**src/rtl/wdog_pkg.sv**
```systemverilog
package wdog_pkg;

    // Register byte offsets
    localparam logic [7:0] OFS_CTRL  = 8'h00;
    localparam logic [7:0] OFS_RANGE = 8'h04;
    localparam logic [7:0] OFS_COUNT = 8'h08;
    localparam logic [7:0] OFS_KICK  = 8'h0C;
    localparam logic [7:0] OFS_ISTAT = 8'h10;
    localparam logic [7:0] OFS_ICLR  = 8'h14;

    typedef enum logic [1:0] {
        WD_OFF    = 2'd0,
        WD_STAGE1 = 2'd1,
        WD_STAGE2 = 2'd2,
        WD_FIRE   = 2'd3
    } wd_state_e;

endpackage

```
**src/rtl/wdog_period.sv**
```systemverilog
module wdog_period #(
    parameter int PSHIFT = 16,
    parameter int CNT_W  = PSHIFT + 16
) (
    input  logic [3:0]       idx_i,
    output logic [CNT_W-1:0] load_o
);

    // Reload value is one less than the period so expiry lands on edge N
    always_comb begin
        load_o = (CNT_W'(1) << (PSHIFT + int'(idx_i))) - CNT_W'(1);
    end

endmodule

```
**src/rtl/wdog_regs.sv**
```systemverilog
module wdog_regs
    import wdog_pkg::*;
#(
    parameter int          ADDR_W   = 8,
    parameter int          DATA_W   = 32,
    parameter int          CNT_W    = 32,
    parameter logic [7:0]  KICK_KEY = 8'h76
) (
    input  logic              clk,
    input  logic              rst_n,
    input  logic              sel_i,
    input  logic              wr_i,
    input  logic [ADDR_W-1:0] addr_i,
    input  logic [DATA_W-1:0] wdata_i,
    input  logic [CNT_W-1:0]  cnt_i,
    input  logic              irq_i,
    output logic              en_o,
    output logic              mode_o,
    output logic [3:0]        tsel_o,
    output logic [3:0]        tinit_o,
    output logic              arm_o,
    output logic              kick_o,
    output logic              clr_o,
    output logic [DATA_W-1:0] rdata_o
);

    logic              en_q, mode_q;
    logic [3:0]        tsel_q, tinit_q;
    logic [DATA_W-1:0] rdata_q, rd_mux;
    logic              wr_hit, rd_hit;

    assign wr_hit = sel_i && wr_i;
    assign rd_hit = sel_i && !wr_i;

    assign arm_o  = wr_hit && (addr_i == ADDR_W'(OFS_CTRL)) && wdata_i[0] && !en_q;
    assign kick_o = wr_hit && (addr_i == ADDR_W'(OFS_KICK))
                    && (wdata_i == DATA_W'(KICK_KEY)) && en_q;
    assign clr_o  = rd_hit && (addr_i == ADDR_W'(OFS_ICLR));

    always_comb begin
        rd_mux = '0;
        if (addr_i == ADDR_W'(OFS_CTRL))       rd_mux = DATA_W'({mode_q, en_q});
        else if (addr_i == ADDR_W'(OFS_RANGE)) rd_mux = DATA_W'({tinit_q, tsel_q});
        else if (addr_i == ADDR_W'(OFS_COUNT)) rd_mux = DATA_W'(cnt_i);
        else if (addr_i == ADDR_W'(OFS_ISTAT)) rd_mux = DATA_W'(irq_i);
        else if (addr_i == ADDR_W'(OFS_ICLR))  rd_mux = DATA_W'(irq_i);
    end

    always_ff @(posedge clk or negedge rst_n) begin
        if (!rst_n) begin
            en_q    <= 1'b0;
            mode_q  <= 1'b0;
            tsel_q  <= '0;
            tinit_q <= '0;
            rdata_q <= '0;
        end else begin
            if (wr_hit && addr_i == ADDR_W'(OFS_CTRL)) begin
                en_q   <= en_q | wdata_i[0];
                mode_q <= wdata_i[1];
            end
            if (wr_hit && addr_i == ADDR_W'(OFS_RANGE)) begin
                tsel_q  <= wdata_i[3:0];
                tinit_q <= wdata_i[7:4];
            end
            if (rd_hit) rdata_q <= rd_mux;
        end
    end

    assign en_o    = en_q;
    assign mode_o  = mode_q;
    assign tsel_o  = tsel_q;
    assign tinit_o = tinit_q;
    assign rdata_o = rdata_q;

endmodule

```
**src/rtl/wdog_core.sv**
```systemverilog
module wdog_core
    import wdog_pkg::*;
#(
    parameter int CNT_W      = 32,
    parameter int RST_CYCLES = 8,
    localparam int PLS_W     = (RST_CYCLES < 2) ? 1 : $clog2(RST_CYCLES)
) (
    input  logic             clk,
    input  logic             rst_n,
    input  logic             arm_i,
    input  logic             kick_i,
    input  logic             clr_i,
    input  logic             mode_i,
    input  logic [CNT_W-1:0] init_load_i,
    input  logic [CNT_W-1:0] sel_load_i,
    output logic [CNT_W-1:0] cnt_o,
    output logic             irq_o,
    output logic             fire_o
);

    wd_state_e        state_q, state_d;
    logic [CNT_W-1:0] cnt_q, cnt_d;
    logic             irq_q, irq_d;
    logic [PLS_W-1:0] pls_q, pls_d;

    // State register
    always_ff @(posedge clk or negedge rst_n) begin
        if (!rst_n) begin
            state_q <= WD_OFF;
            cnt_q   <= '0;
            irq_q   <= 1'b0;
            pls_q   <= '0;
        end else begin
            state_q <= state_d;
            cnt_q   <= cnt_d;
            irq_q   <= irq_d;
            pls_q   <= pls_d;
        end
    end

    // Next state
    always_comb begin
        state_d = state_q;
        cnt_d   = cnt_q;
        irq_d   = clr_i ? 1'b0 : irq_q;
        pls_d   = pls_q;
        unique case (state_q)
            WD_OFF: begin
                if (arm_i) begin
                    state_d = WD_STAGE1;
                    cnt_d   = init_load_i;
                end
            end
            WD_STAGE1: begin
                if (kick_i) begin
                    cnt_d = sel_load_i;
                    irq_d = 1'b0;
                end else if (cnt_q == '0) begin
                    if (mode_i) begin
                        state_d = WD_STAGE2;
                        cnt_d   = sel_load_i;
                        irq_d   = 1'b1;
                    end else begin
                        state_d = WD_FIRE;
                        pls_d   = PLS_W'(RST_CYCLES - 1);
                    end
                end else begin
                    cnt_d = cnt_q - CNT_W'(1);
                end
            end
            WD_STAGE2: begin
                if (kick_i) begin
                    state_d = WD_STAGE1;
                    cnt_d   = sel_load_i;
                    irq_d   = 1'b0;
                end else if (cnt_q == '0) begin
                    state_d = WD_FIRE;
                    pls_d   = PLS_W'(RST_CYCLES - 1);
                end else begin
                    cnt_d = cnt_q - CNT_W'(1);
                end
            end
            WD_FIRE: begin
                if (pls_q == '0) begin
                    state_d = WD_STAGE1;
                    cnt_d   = sel_load_i;
                    irq_d   = 1'b0;
                end else begin
                    pls_d = pls_q - PLS_W'(1);
                end
            end
        endcase
    end

    // Outputs
    always_comb begin
        cnt_o  = cnt_q;
        irq_o  = irq_q;
        fire_o = (state_q == WD_FIRE);
    end

endmodule

```
**src/rtl/wdog_two_stage.sv**
```systemverilog
module wdog_two_stage #(
    parameter int         ADDR_W     = 8,
    parameter int         DATA_W     = 32,
    parameter int         PSHIFT     = 16,
    parameter int         RST_CYCLES = 8,
    parameter logic [7:0] KICK_KEY   = 8'h76,
    localparam int        CNT_W      = PSHIFT + 16
) (
    input  logic              clk,
    input  logic              rst_n,
    input  logic              bus_sel,
    input  logic              bus_wr,
    input  logic [ADDR_W-1:0] bus_addr,
    input  logic [DATA_W-1:0] bus_wdata,
    output logic [DATA_W-1:0] bus_rdata,
    output logic              irq_o,
    output logic              sys_rst_req_o
);

    logic             en_w, mode_w, arm_w, kick_w, clr_w, irq_w, fire_w;
    logic [3:0]       tsel_w, tinit_w;
    logic [CNT_W-1:0] cnt_w;
    logic [3:0]       pidx  [2];
    logic [CNT_W-1:0] pload [2];

    wdog_regs #(
        .ADDR_W(ADDR_W), .DATA_W(DATA_W), .CNT_W(CNT_W), .KICK_KEY(KICK_KEY)
    ) u_regs (
        .clk(clk), .rst_n(rst_n),
        .sel_i(bus_sel), .wr_i(bus_wr), .addr_i(bus_addr), .wdata_i(bus_wdata),
        .cnt_i(cnt_w), .irq_i(irq_w),
        .en_o(en_w), .mode_o(mode_w), .tsel_o(tsel_w), .tinit_o(tinit_w),
        .arm_o(arm_w), .kick_o(kick_w), .clr_o(clr_w), .rdata_o(bus_rdata)
    );

    assign pidx[0] = tinit_w;
    assign pidx[1] = tsel_w;

    for (genvar g = 0; g < 2; g++) begin : g_per
        wdog_period #(.PSHIFT(PSHIFT), .CNT_W(CNT_W)) u_per (
            .idx_i(pidx[g]), .load_o(pload[g])
        );
    end

    wdog_core #(.CNT_W(CNT_W), .RST_CYCLES(RST_CYCLES)) u_core (
        .clk(clk), .rst_n(rst_n),
        .arm_i(arm_w), .kick_i(kick_w), .clr_i(clr_w), .mode_i(mode_w),
        .init_load_i(pload[0]), .sel_load_i(pload[1]),
        .cnt_o(cnt_w), .irq_o(irq_w), .fire_o(fire_w)
    );

    assign irq_o         = irq_w;
    assign sys_rst_req_o = fire_w;

endmodule

```
**config.mk**
```make
export PLATFORM = sky130hd
export DESIGN_NAME = wdog_two_stage
export DESIGN_NICKNAME = d
export VERILOG_FILES = /design/src/rtl/wdog_pkg.sv /design/src/rtl/wdog_period.sv /design/src/rtl/wdog_regs.sv /design/src/rtl/wdog_core.sv /design/src/rtl/wdog_two_stage.sv
export SDC_FILE = /design/constraint.sdc
export NUM_CORES = 1
export LEC_CHECK = 0
export ABC_AREA = 1
export BUFFER_PORTS_ARGS = -buffer_cell sky130_fd_sc_hd__buf_2
export CAP_MARGIN = 20
export CORE_AREA = 2 2 83 125
export CTS_CLUSTER_DIAMETER = 60
export CTS_CLUSTER_SIZE = 40
export DETAILED_ROUTE_END_ITERATION = 12
export DIE_AREA = 0 0 85 127
export PLACE_DENSITY = 0.79
export SYNTH_ARGS = -nofsm -noshare
export SYNTH_HDL_FRONTEND = slang
export SYNTH_SLANG_ARGS = --single-unit
export TNS_END_PERCENT = 100
```
**constraint.sdc**
```tcl
create_clock -name clk -period 4.9 [get_ports clk]
set_input_delay 1.47 -clock clk [delete_from_list [all_inputs] [get_ports clk]]
set_output_delay 1.47 -clock clk [all_outputs]
set_load 0.01 [all_outputs]
```
* Word level (Yosys, flattened, before mapping)
Index checks and enable logic that the tools add are counted.
** Word-level totals
- Bits in registers :: 80
- Output and inout bits :: 34
- Logic and storage cells :: 93
** Cells by class
- $add $sub $neg :: 6
- Equality and inequality tests :: 20
- Shift-type cells :: 2
- Muxes and demuxes :: 35
- Bitwise gates (word level) :: 1
- Reductions and logical operators :: 20
** Operator list (number)
- 2-to-1 mux 32 bit :: 11
- case mux 32 bit (4 select lines) :: 1
- << shifter 1 x 32 -> 32 bit, first input constant :: 2
- subtractor 32 x 2 -> 32 bit, second input constant :: 2
- equality test 32 x 7 -> 1 bit, second input constant :: 1
- zero test 32 bit :: 1
- subtractor 32 x 1 -> 32 bit, second input constant :: 1
- 2-to-1 mux 3 bit :: 6
- equality test 8 x 4 -> 1 bit, second input constant :: 2
- equality test 8 x 5 -> 1 bit, second input constant :: 2
- adder 5 x 4 -> 6 bit, first input constant :: 2
- 2-to-1 mux 2 bit :: 6
- logical AND 1 bit :: 10
- inequality test 2 bit, second input constant :: 5
- case mux 3 bit (3 select lines) :: 1
- equality test 8 x 3 -> 1 bit, second input constant :: 1
- zero test 8 bit :: 1
- 2-to-1 mux 1 bit :: 8
- case mux 2 bit (4 select lines) :: 1
- AND reduction 7 bit :: 1
- inequality test 2 x 1 -> 1 bit, second input constant :: 3
- AND reduction 5 bit :: 1
- equality test 2 bit, second input constant :: 2
- inequality test 4 bit, second input constant :: 1
- other kinds (11) :: 12

* Logic depth before layout (Yosys ltp)
- Depth after elaboration :: 8
- Gate-level depth with buffers :: 15
- Gate-level depth less buffers :: 15

* Hierarchy
A second synthesis with hierarchy kept.
** Unflattened totals
- Cell total of the unflattened synthesis :: 1011
- Area, all modules :: 6507.5 um^2
** Modules (own cells, without submodules)
- wdog_core :: times used 1, cells each 573, area each 3433.3 um^2, seq. area each 950.9 um^2
- wdog_regs :: times used 1, cells each 270, area each 2043.2 um^2, seq. area each 1051.0 um^2
- wdog_period :: times used 2, cells each 84, area each 515.5 um^2, seq. area each 0.0 um^2

* Worst setup path after synthesis
No wires, ideal clock.
- Path type :: in2reg
- Start point :: input bus_addr[5]
- End point :: register u_core.cnt_q[27], in the netlist u_core.cnt_o[27]
- Setup time :: 0.113 ns
- Arrival time :: 2.718 ns
- Slack :: 2.069 ns
- Cell stages on the path :: 13
- Path buffers :: 1
- Path through :: nor2_1 > nand2_2 > inv_2 > nand4_1 > nor2_2 > nand3_1 > nand2_1 > nand2_4 > buf_6 > a21oi_1 > nand3_1 > nand2_1 > inv_1
** Between the ends
- Longest elaborated chain between the ends :: 6
** RTL lines
- from (decl) :: line wdog_two_stage.sv:13 : input logic [ADDR_W-1:0] bus_addr,
- equality test 8 x 4 -> 1 bit / zero test 8 bit (equally long branches) :: line wdog_regs.sv:36, wdog_regs.sv:35
- logical AND 1 bit, on equally long branches :: line wdog_regs.sv:36, wdog_regs.sv:35
- logical AND 1 bit, on equally long branches (2 in series) :: line wdog_regs.sv:37, wdog_regs.sv:35
- inequality test 4 bit (no source line), or another cell as far along
- AND reduction 4 bit (no source line) / case mux 32 bit (4 select lines) (equally long branches)
- to (signal assigned) :: line wdog_core.sv:35 : cnt_q <= cnt_d;
- to (decl) :: line wdog_core.sv:22 : logic [CNT_W-1:0] cnt_q, cnt_d;
Several ways; a longest one is shown, not always the timed one.
A chain may end at the register's enable or synchronous reset.

* Worst setup path after layout
- Start point :: input bus_addr[5]
- End point :: register u_core.cnt_q[13], in the netlist u_core.cnt_o[13]
Same word-level chain as after synthesis.

==> flow_summary.yaml <==
status:
  status: "finished clean"
min_path:
  hold_end: "u_regs.rdata_o[23]"
  hp-class: "register to register"
  min-delay-start: "u_regs.rdata_o[23]"
  worstHoldPathCells: 2
clock_tree:
  cts_tree: "done"
  max-clock-path-buffers: 2
  cts.sinks: 80
  root_buffer: "clkbuf_16"
  postCtsSetupBuffers: 0
  cts_inserted_buffers: 9
  cts.clk_slew.worst_paths_ns: 0.06
  insertion_delay_ns: 0.35
  cts_max_level: 3
  cts_resized: 0
  holdBufCountCts: 0
grt:
  grt_use_met3: 0.0426
  grt.met2_usage: 0.533
  grt.busiest_layer: "met2"
  antenna_found_initial: 0
  track_usage: 0.309
  overflow: 0
  grt_max_degree: 81
  grt_pass1_vias: 5445
  use_met1: 0.379
  grt_pass1_wl_um: 26400
detailed_routing:
  via_per_inst: 5.63
  routed_wl_um: 16300
  vias: 5662
  firstDrtPassIters: 5
  drcViolationCount: 0
  ant_nets: 0
  drt_iter0_markers: 421
  wl_per_cell_um: 16.2
sta:
  fmax_mhz: 324
  rsz0062_at_grt: "false"
  timing.slew.headroom: 0.410
  hold_viol: 0
  tns_ns: 0
  skew_ns: 0.00552
  setup_viol: 0
  worstMarginPinSlew_ns: 0.882
  timing.hold.ws_ns: 0.470
  period_needed_ns: 3.09
  slew_violations: 0
  final.period_utilization: 0.630
finish:
  finalInstanceArea_um2: 6320
  ff_latch_area_um2: 2000
  drive_gt1_frac: 0.146
  final_nets: 939
  instances_no_fill: 1005
  layout_common_cells: "209 x nand2_1, 146 x nor2_1, 86 x inv_1"
  syn2layout_area_growth_pct: 14.4
  diodes: 0
  layout_commonest_cell: "nand2_1"
  n_fill_cell: 872
  multi_input_area_um2: 3050
yosys:
  synth_seq_cells: 80
  yosys.area_share.simple: 0.360
  yosys_warnings: 0
  synth_cell_types: 41
  avgSynthCellArea_um2: 6.80
  synthTopCellsByArea: "dfrtp_1 36%, nand2_1 14%, nor2_1 9.9%, inv_1 5.8%, nand3_1 5.0%"
  syn_area_um2: 5530
  synth_fp_nets: 867
  synthMuxAreaShare: 0.00181
  yosys.area.top_type: "dfrtp_1"
  synth_compound_area_frac: 0.133
  synth_top_cell_area_share: 0.362
  synth_top_family_by_area: "simple AND/OR/NAND/NOR gates"
  synthCells: 813
  synth_fa_ha_area_frac: 0.0226
  synthXorXnorAreaFrac: 0.0348
  seq_area_frac_synth: 0.362
place:
  hpwlAfterDp_um: 12400
  portBuffers: 77
  place_area_um2: 5960
  placed_cells_incl_taps: 988
  gp_congestion: 1.01
worst_setup_path:
  end_kind: "register"
  reg2regPathDepth: 9
  cp_slowest_stage_delay_ns: 0.27
  arrival_ns: 3.32
  path_depth: 12
  critPathLaunchType: "primary input"
  crit_fanout: 31
  cp_common_cell: "nand2_2"
  reg2reg_to: "u_core.cnt_o[31]"
  r2r-start: "u_core.state_q[0]"
  crit_chain: "buf_2 > nor2_1 > nand2_2 > inv_2 > nand4_1 > nor2_2 > nand3_1 > nand2_1 > nand2_4 > nor2_8 > nand2_2 > o22a_1"
  crit_buf_inv: 2
  slowest_stage: "nor2_8"
  cp.required_ns: 5.13
  worst-setup-path-type: "primary input to register"
  r2r_slack_ns: 1.91
  critPathTopFamily: "simple AND/OR/NAND/NOR gates"
die:
  initial_core_util: 0.574
  die_x_um: 85
  rows: 44
  die_h_um: 127
  core-area_um2: 9630
  io_pins: 78
  dieArea_um2: 10800
flow_run:
  drv_cap: 0
power:
  combPwrFrac: 0.059
  clkPwrFrac: 0.499
  vdd_ir_drop_max_mv: 0.250
  p_seq_frac: 0.442
  p_leak_nw: 3.13
  switchingPower_w: 0.000344
  intPower_w: 0.00117
  powerDensity_nw_per_um2: 240
  p_sw_frac: 0.227
==> per-stage QoR <==
step,worst slack (ns),total power (W),utilization
3_5_place_dp,1.48,0.000769,0.619
6_report,1.81,0.00152,0.656
4_1_cts,1.84,0.00151,0.654
5_1_grt,1.60,0.00155,0.656
3_3_place_gp,1.57,0.000767,0.619
2_1_floorplan,2.07,0.000720,-
==> layer usage <==
layer / vias up / wire (µm) / part of all wire
met2: 201 / 8170 / 0.50
met5: - / 0 / 0
li1: 2777 / - / -
met3: 47 / 765 / 0.047
met1: 2637 / 6640 / 0.41
met4: 0 / 685 / 0.042
==> cell usage after synthesis (all sizes together) <==
library cell    n
or2             1
nand2         218
nand4          16
nor3            8
o211ai          4
o22a            3
ha             10
xor2           14
a22oi           2
mux2i           1
nor3b           1
a21oi          50
buf             7
nor2          157
o21ai          32
a31oi          11
clkbuf         13
o22ai           3
dfrtp          80
clkinv          2
o21bai          1
inv            92
xnor2           8
nor4            2
nand3          57
o31ai          18
o221ai          2
==> flip-flops by register name, summed over array words and instances (netlist names) <==
signal / flops
u_core.cnt_o: 32
u_regs.rdata_o: 32
u_regs.tinit_o: 4
u_regs.tsel_o: 4
u_core.pls_q: 3
u_core.state_q: 2
u_core.irq_o: 1
u_regs.en_o: 1
u_regs.mode_o: 1
==> worst reg2reg max path, stage by stage, from the launching register on <==
cell and delay (ns):
dfrtp_1 0.41, inv_1 0.11, ha_1 0.53, clkinv_1 0.62, nand2_1 0.27, nand2_1 0.14
nand2_4 0.36, inv_4 0.20, o31ai_1 0.12, o22ai_1 0.11
==> how the worst max path moves through the flow <==
stage / from / to
floorplan: bus_addr[5] / u_core.cnt_o[27]
global placement: bus_addr[5] / u_core.cnt_o[11]
detailed placement: bus_addr[1] / u_regs.rdata_o[1]
CTS: bus_addr[5] / u_core.cnt_o[13]
global route: bus_addr[1] / u_regs.rdata_o[1]
finish: bus_addr[5] / u_core.cnt_o[13]
==> power groups by stage <==
stage	Combinational [W]	Sequential, W	Clock, W
6_report	0.0000899	0.000670	0.000756
5_1_grt	0.000102	0.000670	0.000780
4_1_cts	0.0000876	0.000670	0.000753
3_5_place_dp	0.0000872	0.000682	0
3_3_place_gp	0.0000852	0.000682	0
2_1_floorplan	0.0000391	0.000681	0
==> cell families (layout without fill, tap and decap cells) <==
logic type      count (synthesis)  count (layout)
mux                             1               1
buf+inv                       114             191
simple gates                  460             460
fa+ha+maj                      10              10
compound gates                126             126
flops                          80              80
xor+xnor                       22              22
==> cell type report <==
type | instances | area share
Multi-Input combinational cell | 619 | 0.483
Sequential cell | 80 | 0.317
Timing Repair Buffer | 81 | 0.0692
Inverter | 94 | 0.0562
Clock buffer | 12 | 0.0406
Tap cell | 115 | 0.0227
Clock inverter | 4 | 0.0121
(Power assumes the default switching activity.)
